**src/rtl/chain_port_pkg.sv**
```systemverilog
// Package: shared types for the chainable serial output port.
// Assumes nothing beyond IEEE 1800-2017 enum support.
package chain_port_pkg;

    // Phases of one conversion-and-readout cycle
    typedef enum logic [1:0] {
        ST_IDLE = 2'd0,
        ST_CONV = 2'd1,
        ST_READ = 2'd2
    } port_state_e;

endpackage

```
**src/rtl/line_sampler.sv**
```systemverilog
// Module: line_sampler
// Keeps the previous sampled level of each input line so that the parent
// can form rising and falling edges. Assumes the lines are already
// synchronous to clk. Reset sets every previous level to 0.
module line_sampler #(
    parameter int LINES = 2
) (
    input  logic             clk,
    input  logic             rst_n,
    input  logic [LINES-1:0] lvl,
    output logic [LINES-1:0] prev
);

    for (genvar g = 0; g < LINES; g++) begin : g_line
        // Purpose: remember one line's level from the previous cycle
        always_ff @(posedge clk) begin
            if (!rst_n) prev[g] <= 1'b0;
            else        prev[g] <= lvl[g];
        end
    end

endmodule

```
**src/rtl/conv_timer.sv**
```systemverilog
// Module: conv_timer
// Stands in for the conversion time. After start it counts CONV_CYCLES
// clocks and raises done for one cycle on the last one. An abort clears it.
// Assumes CONV_CYCLES >= 1 and that start is raised only while idle.
module conv_timer #(
    parameter int CONV_CYCLES = 20
) (
    input  logic clk,
    input  logic rst_n,
    input  logic start,
    input  logic abort,
    output logic done
);

    localparam int CW = $clog2(CONV_CYCLES + 1);
    localparam logic [CW-1:0] LAST = CW'(CONV_CYCLES - 1);

    logic [CW-1:0] cnt_q;
    logic          busy_q;

    // Purpose: load, decrement and stop the conversion counter
    always_ff @(posedge clk) begin
        if (!rst_n) begin
            cnt_q  <= '0;
            busy_q <= 1'b0;
        end else if (abort) begin
            busy_q <= 1'b0;
        end else if (start) begin
            cnt_q  <= LAST;
            busy_q <= 1'b1;
        end else if (busy_q) begin
            if (cnt_q == '0) busy_q <= 1'b0;
            else             cnt_q  <= cnt_q - 1'b1;
        end
    end

    // Purpose: flag the final cycle of the conversion
    always_comb done = busy_q && (cnt_q == '0);

endmodule

```
**src/rtl/result_shifter.sv**
```systemverilog
// Module: result_shifter
// Parallel-load, serial-shift register. A load wins over a shift. A shift
// moves the word towards the MSB and takes din into bit 0.
// Assumes load and shift are single-cycle strobes.
module result_shifter #(
    parameter int W = 14
) (
    input  logic         clk,
    input  logic         rst_n,
    input  logic         load,
    input  logic         shift,
    input  logic         din,
    input  logic [W-1:0] par,
    output logic [W-1:0] word
);

    // Purpose: hold the word being sent out and accept upstream bits
    always_ff @(posedge clk) begin
        if (!rst_n)     word <= '0;
        else if (load)  word <= par;
        else if (shift) word <= {word[W-2:0], din};
    end

endmodule

```
**src/rtl/chain_sdo_port.sv**
```systemverilog
// Module: chain_sdo_port (top)
// Serial output port of one converter in chainable mode with no busy
// indicator. A cnv rising edge seen while sck is low starts a conversion.
// When the conversion ends the result is loaded and its MSB is driven.
// sck falling edges then shift the word out while sdi enters behind it.
// A cnv falling edge ends the cycle. Assumes cnv, sck and sdi are
// synchronous to clk and each level is held for at least one clock.
module chain_sdo_port
    import chain_port_pkg::*;
#(
    parameter int RES_W       = 14,
    parameter int CONV_CYCLES = 20
) (
    input  logic             clk,
    input  logic             rst_n,
    input  logic             cnv,
    input  logic             sck,
    input  logic             sdi,
    input  logic [RES_W-1:0] result,
    output logic             sdo
);

    localparam int LINE_CNV = 0;
    localparam int LINE_SCK = 1;

    port_state_e      state_q, state_d;
    logic [1:0]       line_prev;
    logic             cnv_rise, cnv_fall, sck_fall;
    logic             conv_start, conv_done, word_load, word_shift;
    logic [RES_W-1:0] shift_word;

    line_sampler #(.LINES(2)) u_lines (
        .clk   (clk),
        .rst_n (rst_n),
        .lvl   ({sck, cnv}),
        .prev  (line_prev)
    );

    // Purpose: form the edges of the convert and serial clock lines
    always_comb begin
        cnv_rise = cnv && !line_prev[LINE_CNV];
        cnv_fall = !cnv && line_prev[LINE_CNV];
        sck_fall = !sck && line_prev[LINE_SCK];
    end

    // Purpose: decide starts, loads and shifts for this cycle
    always_comb begin
        conv_start = (state_q == ST_IDLE) && cnv_rise && !sck;
        word_load  = (state_q == ST_CONV) && conv_done && !cnv_fall;
        word_shift = (state_q == ST_READ) && sck_fall && !cnv_fall;
    end

    conv_timer #(.CONV_CYCLES(CONV_CYCLES)) u_timer (
        .clk   (clk),
        .rst_n (rst_n),
        .start (conv_start),
        .abort (cnv_fall),
        .done  (conv_done)
    );

    result_shifter #(.W(RES_W)) u_shift (
        .clk   (clk),
        .rst_n (rst_n),
        .load  (word_load),
        .shift (word_shift),
        .din   (sdi),
        .par   (result),
        .word  (shift_word)
    );

    // Purpose: next phase of the conversion-and-readout cycle
    always_comb begin
        state_d = state_q;
        unique case (state_q)
            ST_IDLE: if (conv_start) state_d = ST_CONV;
            ST_CONV: begin
                if (cnv_fall)       state_d = ST_IDLE;
                else if (conv_done) state_d = ST_READ;
            end
            ST_READ: if (cnv_fall) state_d = ST_IDLE;
            default: state_d = ST_IDLE;
        endcase
    end

    // Purpose: phase register
    always_ff @(posedge clk) begin
        if (!rst_n) state_q <= ST_IDLE;
        else        state_q <= state_d;
    end

    // Purpose: drive the register MSB only during a readout, else low
    always_comb sdo = (state_q == ST_READ) && shift_word[RES_W-1];

endmodule

```
**config.mk**
```make
export PLATFORM = sky130hd
export DESIGN_NAME = chain_sdo_port
export DESIGN_NICKNAME = d
export VERILOG_FILES = /design/src/rtl/chain_port_pkg.sv /design/src/rtl/line_sampler.sv /design/src/rtl/conv_timer.sv /design/src/rtl/result_shifter.sv /design/src/rtl/chain_sdo_port.sv
export SDC_FILE = /design/constraint.sdc
export NUM_CORES = 1
export LEC_CHECK = 0
export CAP_MARGIN = 20
export CORE_ASPECT_RATIO = 0.6
export CORE_MARGIN = 5
export CORE_UTILIZATION = 35
export CTS_BUF_LIST = sky130_fd_sc_hd__clkbuf_2 sky130_fd_sc_hd__clkbuf_4 sky130_fd_sc_hd__clkbuf_8
export CTS_CLUSTER_SIZE = 10
export DETAILED_ROUTE_END_ITERATION = 8
export DONT_BUFFER_PORTS = 1
export GPL_ROUTABILITY_DRIVEN = 0
export RECOVER_POWER = 50
export SYNTH_ARGS = -nofsm -noshare
export SYNTH_HDL_FRONTEND = slang
export SYNTH_SLANG_ARGS = --single-unit
```
**constraint.sdc**
```tcl
create_clock -name clk -period 2.4 [get_ports clk]
set_input_delay 0.36 -clock clk [delete_from_list [all_inputs] [get_ports clk]]
set_output_delay 0.36 -clock clk [all_outputs]
set_load 0.05 [all_outputs]
```
Yosys cells after proc, flatten, opt, wreduce, memory -nomap -nowiden:

Cells that the tools add are included.

* logic and storage cells: 50
* register bits: 24
* input bits: 19

* mux-type cells: 13
* bitwise logic cells: 2
* eq/ne operators: 6
* reduce and logical (&&, ||, !) cells: 22
* add/subtract/negate cells: 1

Operators by type and width (number)
* $mux W14: 2
* $mux W5: 3
* $logic_and A1 B1 Y1: 11
* $mux W2: 4
* $ne A2 B2 Y1 const B: 3
* $pmux W2 S3: 1
* $reduce_and A3 Y1: 2
* $logic_not A5 Y1: 1
* $sub A5 B1 Y5 const B: 1
* $logic_not A1 Y1: 4
* $reduce_bool A2 Y1: 2
* $mux W1: 3
* $ne A3 B3 Y1 const B: 1
* $eq A2 B1 Y1 const B: 1
* $eq A2 B2 Y1 const B: 1
* $logic_not A2 Y1: 1
* $not A1 Y1: 2
* $reduce_or A2 Y1: 1

Logic depth before layout (Yosys ltp):

* depth in word-level cells: 6
* depth in mapped cells: 9

Cells and area by module:

From an unflattened synthesis, not the netlist that was laid out.

* cells, all modules: 118
* area, all modules: 1252.5 µm²

By module, submodules not included
* result_shifter: cells each 60, area an instance 735.7 µm², seq. area each 280.3 µm², instances 1
* conv_timer: cells each 38, area an instance 326.6 µm², seq. area each 120.1 µm², instances 1
* chain_sdo_port: cells each 16, area an instance 137.6 µm², seq. area each 40.0 µm², instances 1
* line_sampler: cells each 4, area an instance 52.6 µm², seq. area each 40.0 µm², instances 1

Worst setup path after synthesis:

Ideal clock, no wire load.

* kind: register to register
* from: register u_timer.cnt_q[0]
* to: register u_shift.word[10]
* required time: 2.277 ns
* data arrival time: 2.003 ns
* cell stages (with the launch flop): 10
* setup slack: 0.274 ns
* cell sequence: dfxtp_1 -> inv_1 -> ha_1 -> or4b_1 -> clkbuf_2 -> or4_4 -> buf_6 -> buf_6 -> o21ai_0 -> a31oi_1

* longest elaborated chain between the ends: 5
* elaborated cells between the ends (all ways): 6

RTL lines
* start, declared: RTL line conv_timer.sv:18 `logic [CW-1:0] cnt_q;`
* start signal, assigned: RTL line conv_timer.sv:33 `else cnt_q <= cnt_q - 1'b1;`
* $logic_not A5 Y1 *: RTL line conv_timer.sv:38 `always_comb done = busy_q && (cnt_q == '0);`
* $logic_and A1 B1 Y1 *: RTL line conv_timer.sv:38
* $logic_and A1 B1 Y1 * (2 in series): RTL line chain_sdo_port.sv:49 `word_load = (state_q == ST_CONV) && conv_done && !cnv_fall;`
* $mux W14 / $reduce_bool A2 Y1 (equally long branches)
* end signal, assigned: RTL line result_shifter.sv:20 `else if (load) word <= par;`
* end signal, assigned: RTL line result_shifter.sv:21 `else if (shift) word <= {word[W-2:0], din};`
* end, declared: RTL line result_shifter.sv:14 `output logic [W-1:0] word`

Every way passes the cells marked *; elsewhere a longest branch is shown, timed or not.
A chain may end at the register's enable or synchronous reset.

Worst setup path in the final report:

* from: register u_timer.cnt_q[0]
* to: register u_shift.word[6]

Same word-level chain as after synthesis.

==> flow_summary.yaml <==
outcome:
  status: "complete, no violations"
timing:
  rsz0062_at_grt: "false"
  final_hold_viol_count: 0
  finClkSkew_ns: 0.00261
  setup_tns_ns: 0
  slew_headroom_pct: 60.5
  worst_pin_slew_ns: 0.595
  slew_viol_final: 0
  fmax_mhz: 466
  period_needed_ns: 2.15
  period_share_pct: 89.4
  setup_viol: 0
critical_path:
  worstPathCellList: "inv_1 -> ha_1 -> or4b_1 -> or4_4 -> o21ai_0 -> a31oi_1"
  rrSetupSlack_ns: 0.25
  worstPathRequired_ns: 2.54
  slowest_stage: "or4_4"
  r2r_start: "u_timer.cnt_q[0]"
  crit_path_start_kind: "flop"
  critPathCaptureType: "flop"
  r2r_end: "u_shift.word[6]"
  worst-path-buf-inv: 1
  path_class: "flop to flop"
  critPathMaxFanout: 28
  reg2reg_depth: 6
  critical-path-max-stage-delay_ns: 0.66
  crit_family: "simple AND/OR/NAND/NOR gates"
  cp.arrival_ns: 2.28
clocking:
  cts_tree: "built"
  clock-sinks: 24
  clock_latency_ns: 0.26
  cts_setup_buffers: 0
  cts_made_buffers: 3
  cts_max_level: 1
  clk_pin_slew_ns: 0.08
  ctsHoldBuffers: 0
  cts.repair.resized: 0
  ctsRootBufferMaster: "clkbuf_8"
  clk_path_buf_depth: 2
grt:
  grt_max_degree: 29
  gr-usage-all-layers_pct: 11.1
  grt_pass1_vias: 801
  grt_pass1_wl_um: 3660
  antenna_found_initial: 0
  overflow: 0
routing:
  ant_nets: 0
  drt-total-wl_um: 2230
  route.vias.total: 857
  wl_per_cell_um: 12.8
  drc: 0
  drtIter0Drc: 56
  drtPass1Iterations: 4
  post_drt_via_cell_ratio: 4.93
worst_hold_path:
  min_to: "state_q[0]"
  min-delay-start: "rst_n"
  hp-class: "input port to flop"
  hold_depth: 2
yosys:
  synth_ff_type: "dfxtp_1"
  synth-seq-cells: 24
  synth_top_family_by_area: "simple AND/OR/NAND/NOR gates"
  syn_nets: 154
  syn_inst: 134
  synthArstFlopShare_pct: 0
  synth_seq_area_share_pct: 43.9
  synth_adder_area_share_pct: 1.14
  yosysWarnings: 0
  synth_compound_area_share_pct: 21.1
  synthXorXnorAreaFrac_pct: 1.60
  synth_area_um2: 1090
  synthMuxAreaShare_pct: 0
  yosys.area_share.simple_pct: 25.6
  synth_edf_count: 0
  synth_area_per_cell_um2: 8.16
  synth.distinct_cells: 32
power:
  p_clk_share_pct: 36.1
  p_int_mw: 0.579
  p_sw_share_pct: 21.5
  combPwrFrac_pct: 7.2
  switching_power_mw: 0.159
  p_seq_share_pct: 56.7
  powerDensity_nw_per_um2: 635
  max-vdd-ir-drop_mv: 0.282
  p_total_mw: 0.738
  p_leak_nw: 0.397
die:
  chipHeight_um: 53.3
  dieWidth_um: 82.2
  initial_core_util_pct: 37.4
  core_um2: 2930
  core.rowCount: 15
  pin_count: 20
  dieArea_um2: 4380
cells_and_area:
  stdcell_count: 174
  drive_above_1_share_pct: 6.06
  utilization_pct: 39.7
  areaGrowthSynthToFinish_pct: 6.29
  nets: 153
  antenna_cells: 0
place:
  dpl.hpwl_um: 1610
  port_buffers: 0
  dp_cells: 170
flow_run:
  drv_cap: 0
cell type report:
type / count / area [µm²]
clock buffer: 4 / 55.1
multi-input combinational: 96 / 541
timing repair buffer: 3 / 15.0
tap: 42 / 52.6
inverter: 5 / 18.8
sequential: 24 / 480
fill: 325 / 1770
worst max-delay path by stage:
stage,start,endpoint,cells after the start
2_1_floorplan,u_timer.cnt_q[0],u_shift.word[10],9
5_1_grt,u_timer.cnt_q[0],u_shift.word[0],6
3_3_place_gp,u_timer.cnt_q[0],u_shift.word[12],6
3_5_place_dp,u_timer.cnt_q[0],u_shift.word[12],6
6_report,u_timer.cnt_q[0],u_shift.word[6],6
4_1_cts,u_timer.cnt_q[0],u_shift.word[12],6
metal layers:
layer | GRT usage (%) | vias to the layer above | share of wire (%)
met3 | 4.93 | 2 | 7.6
met1 | 15.2 | 376 | 53
met4 | 2.49 | 0 | 0.54
met2 | 16.0 | 19 | 38
li1 | - | 460 | -
met5 | 0 | - | 0
registers in the layout, indices dropped and copies added, names as in the netlist:
name and flops:
state_q 2, u_timer.cnt_q 5, u_timer.busy_q 1, u_lines.prev 2
u_shift.word 14
worst register-to-register path: stages (launching register included):
cell	delay (ns)
dfxtp_1	0.34
inv_1	0.06
ha_1	0.18
or4b_1	0.47
or4_4	0.66
o21ai_0	0.25
a31oi_1	0.07
cells in the final DEF (no fill, tap or decap):
cell,Yosys,routed
nor2_1,4,4
dfxtp_1,24,24
nor2b_1,1,1
and2_1,3,3
a21boi_2,1,1
clkbuf_1,5,2
and3_1,2,2
or4_4,1,1
nor3_1,2,2
a21oi_1,2,2
and2_0,1,1
nand2_1,32,32
clkbuf_8,0,4
a21boi_0,1,1
nand3b_1,1,1
a31oi_1,13,13
o31ai_1,1,1
o211a_1,2,2
o211ai_1,1,1
o21ai_0,12,13
nor4bb_1,1,1
nand2b_1,3,3
xor2_1,2,2
nand4_1,3,3
o2bb2a_4,1,1
ha_1,1,1
inv_1,5,5
nand3_1,3,3
buf_4,1,1
or4b_1,1,1
through the flow:
step	area [µm²]	worst slack (ns)	hold WS, ns
floorplan	1090	0.274	0.438
global placement	1110	0.337	0.450
detailed placement	1110	0.275	0.460
CTS	1170	0.257	0.203
global route	1160	0.122	0.205
finish	1160	0.254	0.209
power groups by stage:
| stage | registers [mW] | clock network (mW) | logic, mW |
|---|---|---|---|
| 6_report | 0.418 | 0.267 | 0.0528 |
| 5_1_grt | 0.420 | 0.293 | 0.0604 |
| 4_1_cts | 0.418 | 0.274 | 0.0552 |
| 3_5_place_dp | 0.428 | 0 | 0.0547 |
| 3_3_place_gp | 0.427 | 0 | 0.0533 |
| 2_1_floorplan | 0.425 | 0 | 0.0481 |
Yosys cell counts (2+ instances only):
master,n,area [µm²]
inv_1,5,18.8
a31oi_1,13,81.3
and2_1,3,18.8
and3_1,2,12.5
nand2_1,32,120
o211a_1,2,20.0
nand4_1,3,18.8
nor2_1,4,15.0
xor2_1,2,17.5
buf_6,2,22.5
o21ai_0,12,60.1
nor3_1,2,10.0
clkbuf_1,5,18.8
a21oi_1,2,10.0
nand3_1,3,15.0
nand2b_1,3,18.8
dfxtp_1,24,480
kinds of logic after synthesis:
| kind of cell | Yosys count |
|---|---|
| buf+inv | 14 |
| flops | 24 |
| compound gates | 35 |
| simple gates | 58 |
| fa+ha+maj | 1 |
| xor+xnor | 2 |
(Power assumes the default switching activity.)
